--- config.mk ---
export PLATFORM = sky130hd
export DESIGN_NAME = psr_unit
export DESIGN_NICKNAME = d
export VERILOG_FILES = /design/src/rtl/psr_pkg.sv /design/src/rtl/psr_rule_decode.sv /design/src/rtl/psr_next_calc.sv /design/src/rtl/psr_unit.sv
export SDC_FILE = /design/constraint.sdc
export NUM_CORES = 1
export LEC_CHECK = 0
export ABC_AREA = 1
export CORE_MARGIN = 3
export CORE_UTILIZATION = 42
export DETAILED_ROUTE_END_ITERATION = 12
export PLACE_DENSITY = 0.85
export SYNTH_ARGS = -nofsm -noshare
export SYNTH_HDL_FRONTEND = slang
export SYNTH_SLANG_ARGS = --single-unit
export TNS_END_PERCENT = 20
--- constraint.sdc ---
create_clock -name clk -period 1.8 [get_ports clk]
set_input_delay 0.45 -clock clk [delete_from_list [all_inputs] [get_ports clk]]
set_output_delay 0.45 -clock clk [all_outputs]
set_load 0.02 [all_outputs]
--- src/rtl/psr_pkg.sv ---
package psr_pkg;

    localparam int FLAG_W  = 8;
    localparam int CLS_W   = 4;
    localparam int ALU_W   = 4;

    localparam int BIT_N = 7;
    localparam int BIT_V = 6;
    localparam int BIT_T = 5;
    localparam int BIT_B = 4;
    localparam int BIT_D = 3;
    localparam int BIT_I = 2;
    localparam int BIT_Z = 1;
    localparam int BIT_C = 0;

    localparam logic [FLAG_W-1:0] FLAGS_RESET = 8'h04;

    typedef enum logic [CLS_W-1:0] {
        CLS_OTHER  = 4'd0,
        CLS_ARITH  = 4'd1,
        CLS_BTEST  = 4'd2,
        CLS_SHR    = 4'd3,
        CLS_CMP    = 4'd4,
        CLS_NZ     = 4'd5,
        CLS_CLR_C  = 4'd6,
        CLS_SET_C  = 4'd7,
        CLS_CLR_D  = 4'd8,
        CLS_SET_D  = 4'd9,
        CLS_CLR_I  = 4'd10,
        CLS_SET_I  = 4'd11,
        CLS_CLR_V  = 4'd12,
        CLS_SET_T  = 4'd13,
        CLS_LOAD   = 4'd14
    } psr_class_e;

    typedef struct packed {
        logic [FLAG_W-1:0] take_alu;
        logic [FLAG_W-1:0] force_en;
        logic [FLAG_W-1:0] force_val;
        logic              take_bus;
    } psr_rule_t;

endpackage

--- src/rtl/psr_rule_decode.sv ---
module psr_rule_decode
    import psr_pkg::*;
(
    input  logic [CLS_W-1:0] cls_i,
    output psr_rule_t        rule_o
);

    psr_class_e cls;
    assign cls = psr_class_e'(cls_i);

    always_comb begin
        rule_o           = '0;
        rule_o.force_en  = '0;
        rule_o.force_en[BIT_T] = 1'b1;
        unique case (cls)
            CLS_OTHER: ;
            CLS_ARITH: begin
                rule_o.take_alu[BIT_N] = 1'b1;
                rule_o.take_alu[BIT_V] = 1'b1;
                rule_o.take_alu[BIT_Z] = 1'b1;
                rule_o.take_alu[BIT_C] = 1'b1;
            end
            CLS_BTEST: begin
                rule_o.take_alu[BIT_N] = 1'b1;
                rule_o.take_alu[BIT_V] = 1'b1;
                rule_o.take_alu[BIT_Z] = 1'b1;
            end
            CLS_SHR: begin
                rule_o.force_en[BIT_N] = 1'b1;
                rule_o.take_alu[BIT_Z] = 1'b1;
                rule_o.take_alu[BIT_C] = 1'b1;
            end
            CLS_CMP: begin
                rule_o.take_alu[BIT_N] = 1'b1;
                rule_o.take_alu[BIT_Z] = 1'b1;
                rule_o.take_alu[BIT_C] = 1'b1;
            end
            CLS_NZ: begin
                rule_o.take_alu[BIT_N] = 1'b1;
                rule_o.take_alu[BIT_Z] = 1'b1;
            end
            CLS_CLR_C: rule_o.force_en[BIT_C] = 1'b1;
            CLS_SET_C: begin
                rule_o.force_en[BIT_C]  = 1'b1;
                rule_o.force_val[BIT_C] = 1'b1;
            end
            CLS_CLR_D: rule_o.force_en[BIT_D] = 1'b1;
            CLS_SET_D: begin
                rule_o.force_en[BIT_D]  = 1'b1;
                rule_o.force_val[BIT_D] = 1'b1;
            end
            CLS_CLR_I: rule_o.force_en[BIT_I] = 1'b1;
            CLS_SET_I: begin
                rule_o.force_en[BIT_I]  = 1'b1;
                rule_o.force_val[BIT_I] = 1'b1;
            end
            CLS_CLR_V: rule_o.force_en[BIT_V] = 1'b1;
            CLS_SET_T: rule_o.force_val[BIT_T] = 1'b1;
            CLS_LOAD: begin
                rule_o.force_en = '0;
                rule_o.take_bus = 1'b1;
            end
            default: ;
        endcase
    end

endmodule

--- src/rtl/psr_next_calc.sv ---
module psr_next_calc
    import psr_pkg::*;
(
    input  psr_rule_t         rule_i,
    input  logic [FLAG_W-1:0] cur_i,
    input  logic [ALU_W-1:0]  alu_nvzc_i,
    input  logic [FLAG_W-1:0] bus_i,
    output logic [FLAG_W-1:0] nxt_o
);

    logic [FLAG_W-1:0] alu_vec;

    always_comb begin
        alu_vec        = '0;
        alu_vec[BIT_N] = alu_nvzc_i[3];
        alu_vec[BIT_V] = alu_nvzc_i[2];
        alu_vec[BIT_Z] = alu_nvzc_i[1];
        alu_vec[BIT_C] = alu_nvzc_i[0];
    end

    for (genvar b = 0; b < FLAG_W; b++) begin : g_bit
        always_comb begin
            if (rule_i.take_bus)
                nxt_o[b] = bus_i[b];
            else if (rule_i.force_en[b])
                nxt_o[b] = rule_i.force_val[b];
            else if (rule_i.take_alu[b])
                nxt_o[b] = alu_vec[b];
            else
                nxt_o[b] = cur_i[b];
        end
    end

endmodule

--- src/rtl/psr_unit.sv ---
module psr_unit
    import psr_pkg::*;
(
    input  logic              clk,
    input  logic              rst_n,
    input  logic              done_i,
    input  logic [CLS_W-1:0]  cls_i,
    input  logic [ALU_W-1:0]  alu_nvzc_i,
    input  logic [FLAG_W-1:0] bus_i,
    output logic [FLAG_W-1:0] flags_o
);

    psr_rule_t         rule;
    logic [FLAG_W-1:0] flags_q;
    logic [FLAG_W-1:0] flags_nxt;

    psr_rule_decode u_decode (
        .cls_i  (cls_i),
        .rule_o (rule)
    );

    psr_next_calc u_calc (
        .rule_i     (rule),
        .cur_i      (flags_q),
        .alu_nvzc_i (alu_nvzc_i),
        .bus_i      (bus_i),
        .nxt_o      (flags_nxt)
    );

    always_ff @(posedge clk) begin
        if (!rst_n)
            flags_q <= FLAGS_RESET;
        else if (done_i)
            flags_q <= flags_nxt;
    end

    assign flags_o = flags_q;

endmodule

# --- Word-level counts from Yosys, hierarchy flattened ---
# Cells that the tools add are included.
# W data, S select, Z words.
totals:
  inputBits: 19
  elab_cells: 79
  register_bits: 8
op_classes:
  n_mux: 34
  n_eq_ne: 14
  n_reduce_logical: 23
ops:
  columns: ["operator", "n"]
  rows:
  - ["$mux W1", 33]
  - ["$eq A4 B4 Y1 const B", 7]
  - ["$eq A4 B3 Y1 const B", 4]
  - ["$reduce_and A2 Y1", 8]
  - ["$reduce_bool A2 Y1", 5]
  - ["$reduce_bool A3 Y1", 3]
  - ["$eq A4 B2 Y1 const B", 2]
  - ["$reduce_or A2 Y1", 4]
  - ["$reduce_or A5 Y1", 1]
  - ["$eq A4 B1 Y1 const B", 1]
  - ["$reduce_or A4 Y1", 1]
  - ["$reduce_or A3 Y1", 1]
  - ["$mux W2", 1]

# --- Logic depth before layout (Yosys ltp) ---
# Gate-level depths: netlist (run 1).
depth:
  depth_word: 6
  mapped_depth: 9
  depth_no_buf: 8

# --- Modules after synthesis ---
# Synthesis (run 1) repeated with hierarchy kept, for this count alone.
unflattened:
  cells_unflattened: 156
  area_unflattened_um2: 872.1
modules_own_cells:
  columns: ["mod", "instances", "area_each_um2", "cells_each", "seq_area_each_um2"]
  rows:
  - ["psr_unit", 1, 340.3, 50, 160.2]
  - ["psr_next_calc", 1, 317.8, 66, 0.0]
  - ["psr_rule_decode", 1, 214.0, 40, 0.0]

# --- Worst setup path before layout (run 1) ---
# Ideal clock, no wire load.
synth_path:
  path_type: "input to register"
  startpoint: "in cls_i[2]"
  endpoint: "reg flags_q[1] (netlist: flags_o[1])"
  setup_ps: 113
  path_stages: 9
  t_required_ps: 1687
  arrival_ps: 1167
  setup_slack_ps: 520
  path_buffers: 1
  path_cell_list: "buf_6 -> nand2_2 -> inv_1 -> nand2_2 -> nand2_1 -> o21bai_2 -> nand2_1 -> nand2_1 -> nor2_1"
synth_via:
  elab_chain_len: 5
  word_cells_on_any_way: 12
  classes_between: "eq/ne: 6; mux: 3; reduce/logical: 3"
synth_lines:
  columns: ["element", "line", "rtl"]
  rows:
  - ["start: declaration", "psr_unit.sv:7", "input logic [CLS_W-1:0] cls_i,"]
  - ["$eq A4 B3 Y1, or another cell as far along", "psr_rule_decode.sv:15", "unique case (cls)"]
  - ["$reduce_or A5 Y1 (no line)", null, null]
  - ["$mux W1", "psr_rule_decode.sv:15", null]
  - ["$reduce_bool A2 Y1 (no line)", null, null]
  - ["$reduce_and A2 Y1 (no line)", null, null]
  - ["end signal: assignment", "psr_unit.sv:34", "flags_q <= flags_nxt;"]
  - ["end: declaration", "psr_unit.sv:14", "logic [FLAG_W-1:0] flags_q;"]
# Several ways; a longest one is shown, not always the timed one.
# A chain may end at the register's enable or synchronous reset.

# --- Worst setup path after layout (run 1) ---
layout_path:
  startpoint: "reg flags_q[6] (netlist: flags_o[6])"
  endpoint: "out flags_o[6]"
layout_rtl:
  columns: ["element", "line", "rtl"]
  rows:
  - ["end: declaration", "psr_unit.sv:10", "output logic [FLAG_W-1:0] flags_o"]
# No word-level cell between the ends.

==> results of run 1 <==
[power by group]
group          switching (uW)  internal, uW
Clock                    59.5          76.2
Sequential               4.11           186
Combinational            75.1          80.7
Total                     139           343
[worst max path at each step]
stage	startpoint	end	depth (start not counted)
after detailed placement	cls_i[1]	flags_o[7]	8
after global routing	flags_o[6]	flags_o[6]	1
after floorplan	cls_i[2]	flags_o[1]	9
after CTS	flags_o[6]	flags_o[6]	1
after global placement	cls_i[1]	flags_o[1]	8
final	flags_o[6]	flags_o[6]	1
[cells in the final DEF, fill, tap and decap left out]
| cell | count |
|---|---|
| sky130_fd_sc_hd__buf_4 | 8 |
| sky130_fd_sc_hd__nand2_1 | 38 |
| sky130_fd_sc_hd__inv_2 | 3 |
| sky130_fd_sc_hd__inv_1 | 12 |
| sky130_fd_sc_hd__o21ai_0 | 6 |
| sky130_fd_sc_hd__nand2_2 | 2 |
| sky130_fd_sc_hd__nor2_4 | 1 |
| sky130_fd_sc_hd__clkbuf_4 | 3 |
| sky130_fd_sc_hd__nor2_1 | 13 |
| sky130_fd_sc_hd__a22oi_1 | 1 |
| sky130_fd_sc_hd__a21oi_1 | 5 |
| sky130_fd_sc_hd__dfxtp_1 | 8 |
| sky130_fd_sc_hd__clkdlybuf4s50_1 | 26 |
| sky130_fd_sc_hd__nand3_1 | 8 |
| sky130_fd_sc_hd__nor2_2 | 3 |
| sky130_fd_sc_hd__o21bai_2 | 1 |
[metal layers]
| layer | up-vias | global-route usage [%] | share of wire, % |
|---|---|---|---|
| met1 | 335 | 23.2 | 42 |
| met5 | - | 0 | 0 |
| met3 | 6 | 6.64 | 7.1 |
| met4 | 0 | 1.81 | 1.3 |
| met2 | 36 | 36.3 | 50 |
| li1 | 389 | - | - |
[final cells by class]
type,count,area share [%]
tap,14,1.89
sequential,8,17.3
inverter,15,6.09
clock buffer,3,2.44
multi-input combinational,78,37.6
timing repair buffer,34,34.6
[kinds of logic after synthesis]
group	Yosys count	synth area share, %
and+or+nand+nor	65	46.7
buffers and inverters	17	13.4
AOI/OAI and AO/OA	13	12.6
DFF	8	27.3
[metrics by stage]
step           instances  setup TNS [ns]  cell area, um2  setup WS [ns]  hold slack (ns)
6_report             152               0             925          0.133            0.478
3_5_place_dp         149          -0.211             902        -0.0509            0.466
3_3_place_gp         149         -0.0336             902        -0.0179            0.455
2_1_floorplan        103               0             587          0.520            0.534
4_1_cts              152               0             925          0.120            0.478
5_1_grt              152               0             925         0.0811            0.495
==> impl_metrics.csv, run 1 <==
group,metric,value,unit
pwr,power,482,uW
synth,synth_seq_area_share,27.3,%
route,avgRoutedWirePerCell,11.7,um
timing,fin_skew,0,ns
cells_and_area,drive_gt1_share,15.2,%
setup_path,rr_endpoint,"flags_o[4]",
clock_network,hold_buffers,0,
setup_path,worst_ep_required_time,1.35,ns
synth,postSynthAreaPerCell,5.70,um2
hold_path,min_delay_worst_endpoint,"flags_o[0]",
synth,synth_top_area_share,27.3,%
cells_and_area,largest_reg_flops,8,
clock_network,worstSkewPairLatency,0.25,ns
synth,post_synth_top_flop,"sky130_fd_sc_hd__dfxtp_1",
timing,final_hold_viol_count,0,
synth,yosys-top-cells-area,"sky130_fd_sc_hd__dfxtp_1 27%, sky130_fd_sc_hd__nand2_1 24%, sky130_fd_sc_hd__nor2_1 8.3%",
setup_path,cp_max_fo,2,
floorplanning,die_width,43.4,um
global_routing,vias_in_the_first_global_route,688,
synth,netlist-cell-type-count,14,
setup_path,cpMaxStageDelayCell,"sky130_fd_sc_hd__clkdlybuf4s50_1",
cells_and_area,antennaDiodeCount,0,
setup_path,setup.worst_path.start_class,"flip-flop",
hold_path,min_from,"flags_o[0]",
hold_path,worst_hold_path_type,"reg -> reg",
cells_and_area,finish.net_count,159,
synth,synth.largest_area_cell,"sky130_fd_sc_hd__dfxtp_1",
synth,postSynthRegisterBits,8,
setup_path,path_buf_inv,1,
pwr,cellPowerDensity,521,nW/um2
hold_path,hold_path_depth,2,
route,detail_route.iter0.violations,21,
clock_network,cts-root-to-sink-buffers,2,
floorplanning,initial_utilization,48.9,%
timing,worst_slew_margin_rel,79.9,%
setup_path,worst-r2r-cell-count,2,
timing,rsz0062_at_grt,"false",
synth,ys_warn_count,0,
cells_and_area,fill_cells,94,
clock_network,h-tree-depth,1,
clock_network,clockRootBuffer,"sky130_fd_sc_hd__clkbuf_4",
route,via_count,766,
cells_and_area,area_overhead_of_the_layout_relative_to_synthesis,57.6,%
route,per_cell_via_count_in_the_routed_design,5.04,
floorplanning,floorplan.io_pins,27,
outcome,run_status,"complete, no violations",
pwr,ir_worst_vdd,0.350,mV
route,detail_route.first_pass.iterations,4,
clock_network,cts.reportedPaths.clkPinSlew,0.05,ns
synth,ys_async_sr_fraction,0,%
global_routing,total_overflow_reported_by_the_global_router,0,
setup_path,endpoint_kind,"primary output",
placement,dp_hpwl,1.44,mm
clock_network,cts.repair_timing.setup_buffer_count,0,
setup_path,crit_type,"reg -> out",
timing,report.final.setup_viol,0,
synth,synth.most_common_cell,"sky130_fd_sc_hd__nand2_1",
synth,synthTopCellsByCount,"38 x sky130_fd_sc_hd__nand2_1, 13 x sky130_fd_sc_hd__nor2_1, 12 x sky130_fd_sc_hd__inv_1",
floorplanning,fp.coreArea,1200,um2
route,drt_drc_violations_left,0,
timing,fmaxAchievable,0.600,GHz
floorplanning,dieHeight,43.4,um
setup_path,crit_path_cell_trace,"clkdlybuf4s50_1",
setup_path,regToRegSetupSlack,1.13,ns
global_routing,grt_max_degree,9,
synth,post_synth_instance_area,587,um2
floorplanning,design.die.area,1880,um2
synth,synth_edf_count,0,
setup_path,r2r_startpoint,"flags_o[4]",
route,drt-total-wl,1.78,mm
timing,final_max_slew_viol_count,0,
cells_and_area,seq_area,160,um2
pwr,total_leakage_power,0.000459,uW
flow_run,timing.max_cap.violations,0,
setup_path,critPathArrivalTime,1.22,ns
global_routing,first_pass_grt_wire_length,2.84,mm
synth,gate_count_after_technology_mapping,103,
floorplanning,placementRows,12,
clock_network,cts_inserted_buffers,3,
setup_path,worst_path_largest_cell_delay,0.62,ns
timing,post-route-period-util,92.6,%
clock_network,cts_num_sinks,8,
timing,worst_pin_slew,0.298,ns
global_routing,grt_antenna_before_repair,0,
clock_network,ctsResizeCount,0,
global_routing,gr-usage-all-layers,19.9,%
clock_network,clock_tree_from_tritoncts,"yes",
cells_and_area,multi_input_comb_area,348,um2
timing,period_needed,1.67,ns
cells_and_area,final_util,77.0,%
placement,portBuffers,26,
synth,synth.net_count,122,
placement,routabilityCongestion,0.870,
setup_path,timing.critical_path.max_delay_family,"buffers and inverters",
route,drtAntennaViolNets,0,
No activity file was read; power rests on OpenSTA's default activity.
==> run 2: changes to the inputs <==
CORE_MARGIN = unset   (was 3)
CTS_CLUSTER_SIZE = 12   (was unset)
==> impl_metrics.csv, run 2 (same netlist as run 1, synthesis figures left out) <==
group,metric,value,unit
floorplanning,dieHeight,39.4,um
cells_and_area,largest_reg_flops,8,
timing,final_max_slew_viol_count,0,
global_routing,total_overflow_reported_by_the_global_router,0,
route,drt_drc_violations_left,0,
timing,finalHoldWorstSlack,0.468,ns
cells_and_area,most-common-layout-cells,"38 x sky130_fd_sc_hd__nand2_1, 26 x sky130_fd_sc_hd__clkdlybuf4s50_1, 13 x sky130_fd_sc_hd__nor2_1, 12 x sky130_fd_sc_hd__inv_1",
floorplanning,initial_utilization,45.1,%
clock_network,cts.repair_timing.setup_buffer_count,0,
floorplanning,die_width,39.4,um
timing,final_hold_viol_count,0,
setup_path,cp_max_fo,2,
timing,period_needed,1.64,ns
placement,placed_cell_areas,881,um2
setup_path,cpMaxStageDelayCell,"sky130_fd_sc_hd__clkdlybuf4s50_1",
hold_path,worst_hold_path_type,"reg -> reg",
setup_path,timing.critical_path.max_delay_family,"buffers and inverters",
setup_path,worst_ep_required_time,1.35,ns
route,detail_route.iter0.violations,21,
placement,routabilityCongestion,0.869,
cells_and_area,area_overhead_of_the_layout_relative_to_synthesis,53.9,%
clock_network,cts_inserted_buffers,3,
setup_path,setup.worst_path.start_class,"flip-flop",
setup_path,endpoint_kind,"primary output",
global_routing,first_pass_grt_wire_length,2.51,mm
global_routing,vias_in_the_first_global_route,630,
floorplanning,fp.coreArea,1300,um2
route,per_cell_via_count_in_the_routed_design,4.91,
flow_run,timing.max_cap.violations,0,
placement,dp_hpwl,1.36,mm
cells_and_area,fill_cells,129,
placement,preCtsSetupSlack,-0.0375,ns
clock_network,cts.reportedPaths.clkPinSlew,0.05,ns
route,avgRoutedWirePerCell,10.9,um
route,via_count,736,
global_routing,gr-usage-all-layers,23.8,%
timing,report.final.setup_viol,0,
setup_path,critPathArrivalTime,1.19,ns
setup_path,crit_path_cell_trace,"clkdlybuf4s50_1",
pwr,total_leakage_power,0.000445,uW
timing,layout_setup_ws,0.157,ns
clock_network,h-tree-depth,1,
setup_path,path_buf_inv,1,
global_routing,grt_max_degree,9,
cells_and_area,antennaDiodeCount,0,
pwr,ir_worst_vdd,0.445,mV
cells_and_area,layout_commonest_cell,"sky130_fd_sc_hd__nand2_1",
setup_path,worst_path_largest_cell_delay,0.61,ns
placement,portBuffers,26,
clock_network,worstSkewPairLatency,0.25,ns
pwr,power,477,uW
floorplanning,design.die.area,1550,um2
cells_and_area,drive_gt1_share,13.3,%
timing,fin_skew,0,ns
clock_network,hold_buffers,0,
floorplanning,placementRows,13,
pwr,cellPowerDensity,528,nW/um2
timing,worst_slew_margin_rel,83.3,%
clock_network,cts-root-to-sink-buffers,2,
clock_network,clock_tree_from_tritoncts,"yes",
global_routing,grt_antenna_before_repair,0,
clock_network,clockRootBuffer,"sky130_fd_sc_hd__clkbuf_4",
timing,post-route-period-util,91.3,%
cells_and_area,stdcell_area,903,um2
route,drt-total-wl,1.63,mm
floorplanning,floorplan.io_pins,27,
clock_network,cts_num_sinks,8,
cells_and_area,finish.net_count,156,
timing,worst_pin_slew,0.248,ns
route,detail_route.first_pass.iterations,5,
setup_path,crit_type,"reg -> out",
route,drtAntennaViolNets,0,
timing,fmaxAchievable,0.609,GHz
timing,rsz0062_at_grt,"false",
clock_network,ctsResizeCount,0,
outcome,run_status,"complete, no violations",
[run 2: cell types whose count changed in the layout (fill, tap and decap cells not counted)]
cell                    delta
sky130_fd_sc_hd__buf_4     -3
[run 2: layout make-up]
type | count | area, um2 | area share, %
repair buffers | 31 | 298 | 33.0
clock buffers | 3 | 22.5 | 2.49
well taps | 15 | 18.8 | 2.08
inverters | 15 | 56.3 | 6.23
multi-input cells | 78 | 348 | 38.5
flip-flops and latches | 8 | 160 | 17.7
[run 2: layer usage]
metal | share of wire (%) | wire [um] | GRT usage [%]
met1 | 44 | 727 | 28.0
met2 | 50 | 823 | 43.3
met3 | 4.1 | 67 | 3.41
met4 | 0.98 | 16 | 7.76
met5 | 0 | 0 | 0
[run 2: path summary, 6_finish.rpt]
check	slack, ns	to	start	depth (start not counted)
setup / recovery	0.16	flags_o[0]	flags_o[0]	1
hold / removal	0.47	flags_o[6]	flags_o[6]	2
setup reg to reg	1.15	flags_o[5]	flags_o[5]	2
hold reg to reg	0.47	flags_o[6]	flags_o[6]	2
[run 2: through the flow]
stage / cells / utilization, % / setup TNS [ns]
after floorplan: 103 / - / 0
after global placement: 147 / 67.7 / -0.0741
after detailed placement: 147 / 67.7 / -0.0868
after CTS: 150 / 69.4 / 0
after global routing: 150 / 69.4 / 0
final: 150 / 69.4 / 0
[run 2: report_power, final]
| part | leakage, uW | switching (uW) | internal, uW |
|---|---|---|---|
| clock network | 0.0000138 | 59.4 | 76.2 |
| registers | 0.0000653 | 4.41 | 186 |
| logic | 0.000365 | 74.6 | 76.9 |
[run 2: tightest hold or removal path, delay by kind of cell, from the launching register on]
| family | cells | cell delay (ns) |
|---|---|---|
| flip-flops | 1 | 0.31 |
| AND/OR/NAND/NOR | 1 | 0.06 |
| AO/OA/AOI/OAI | 1 | 0.05 |
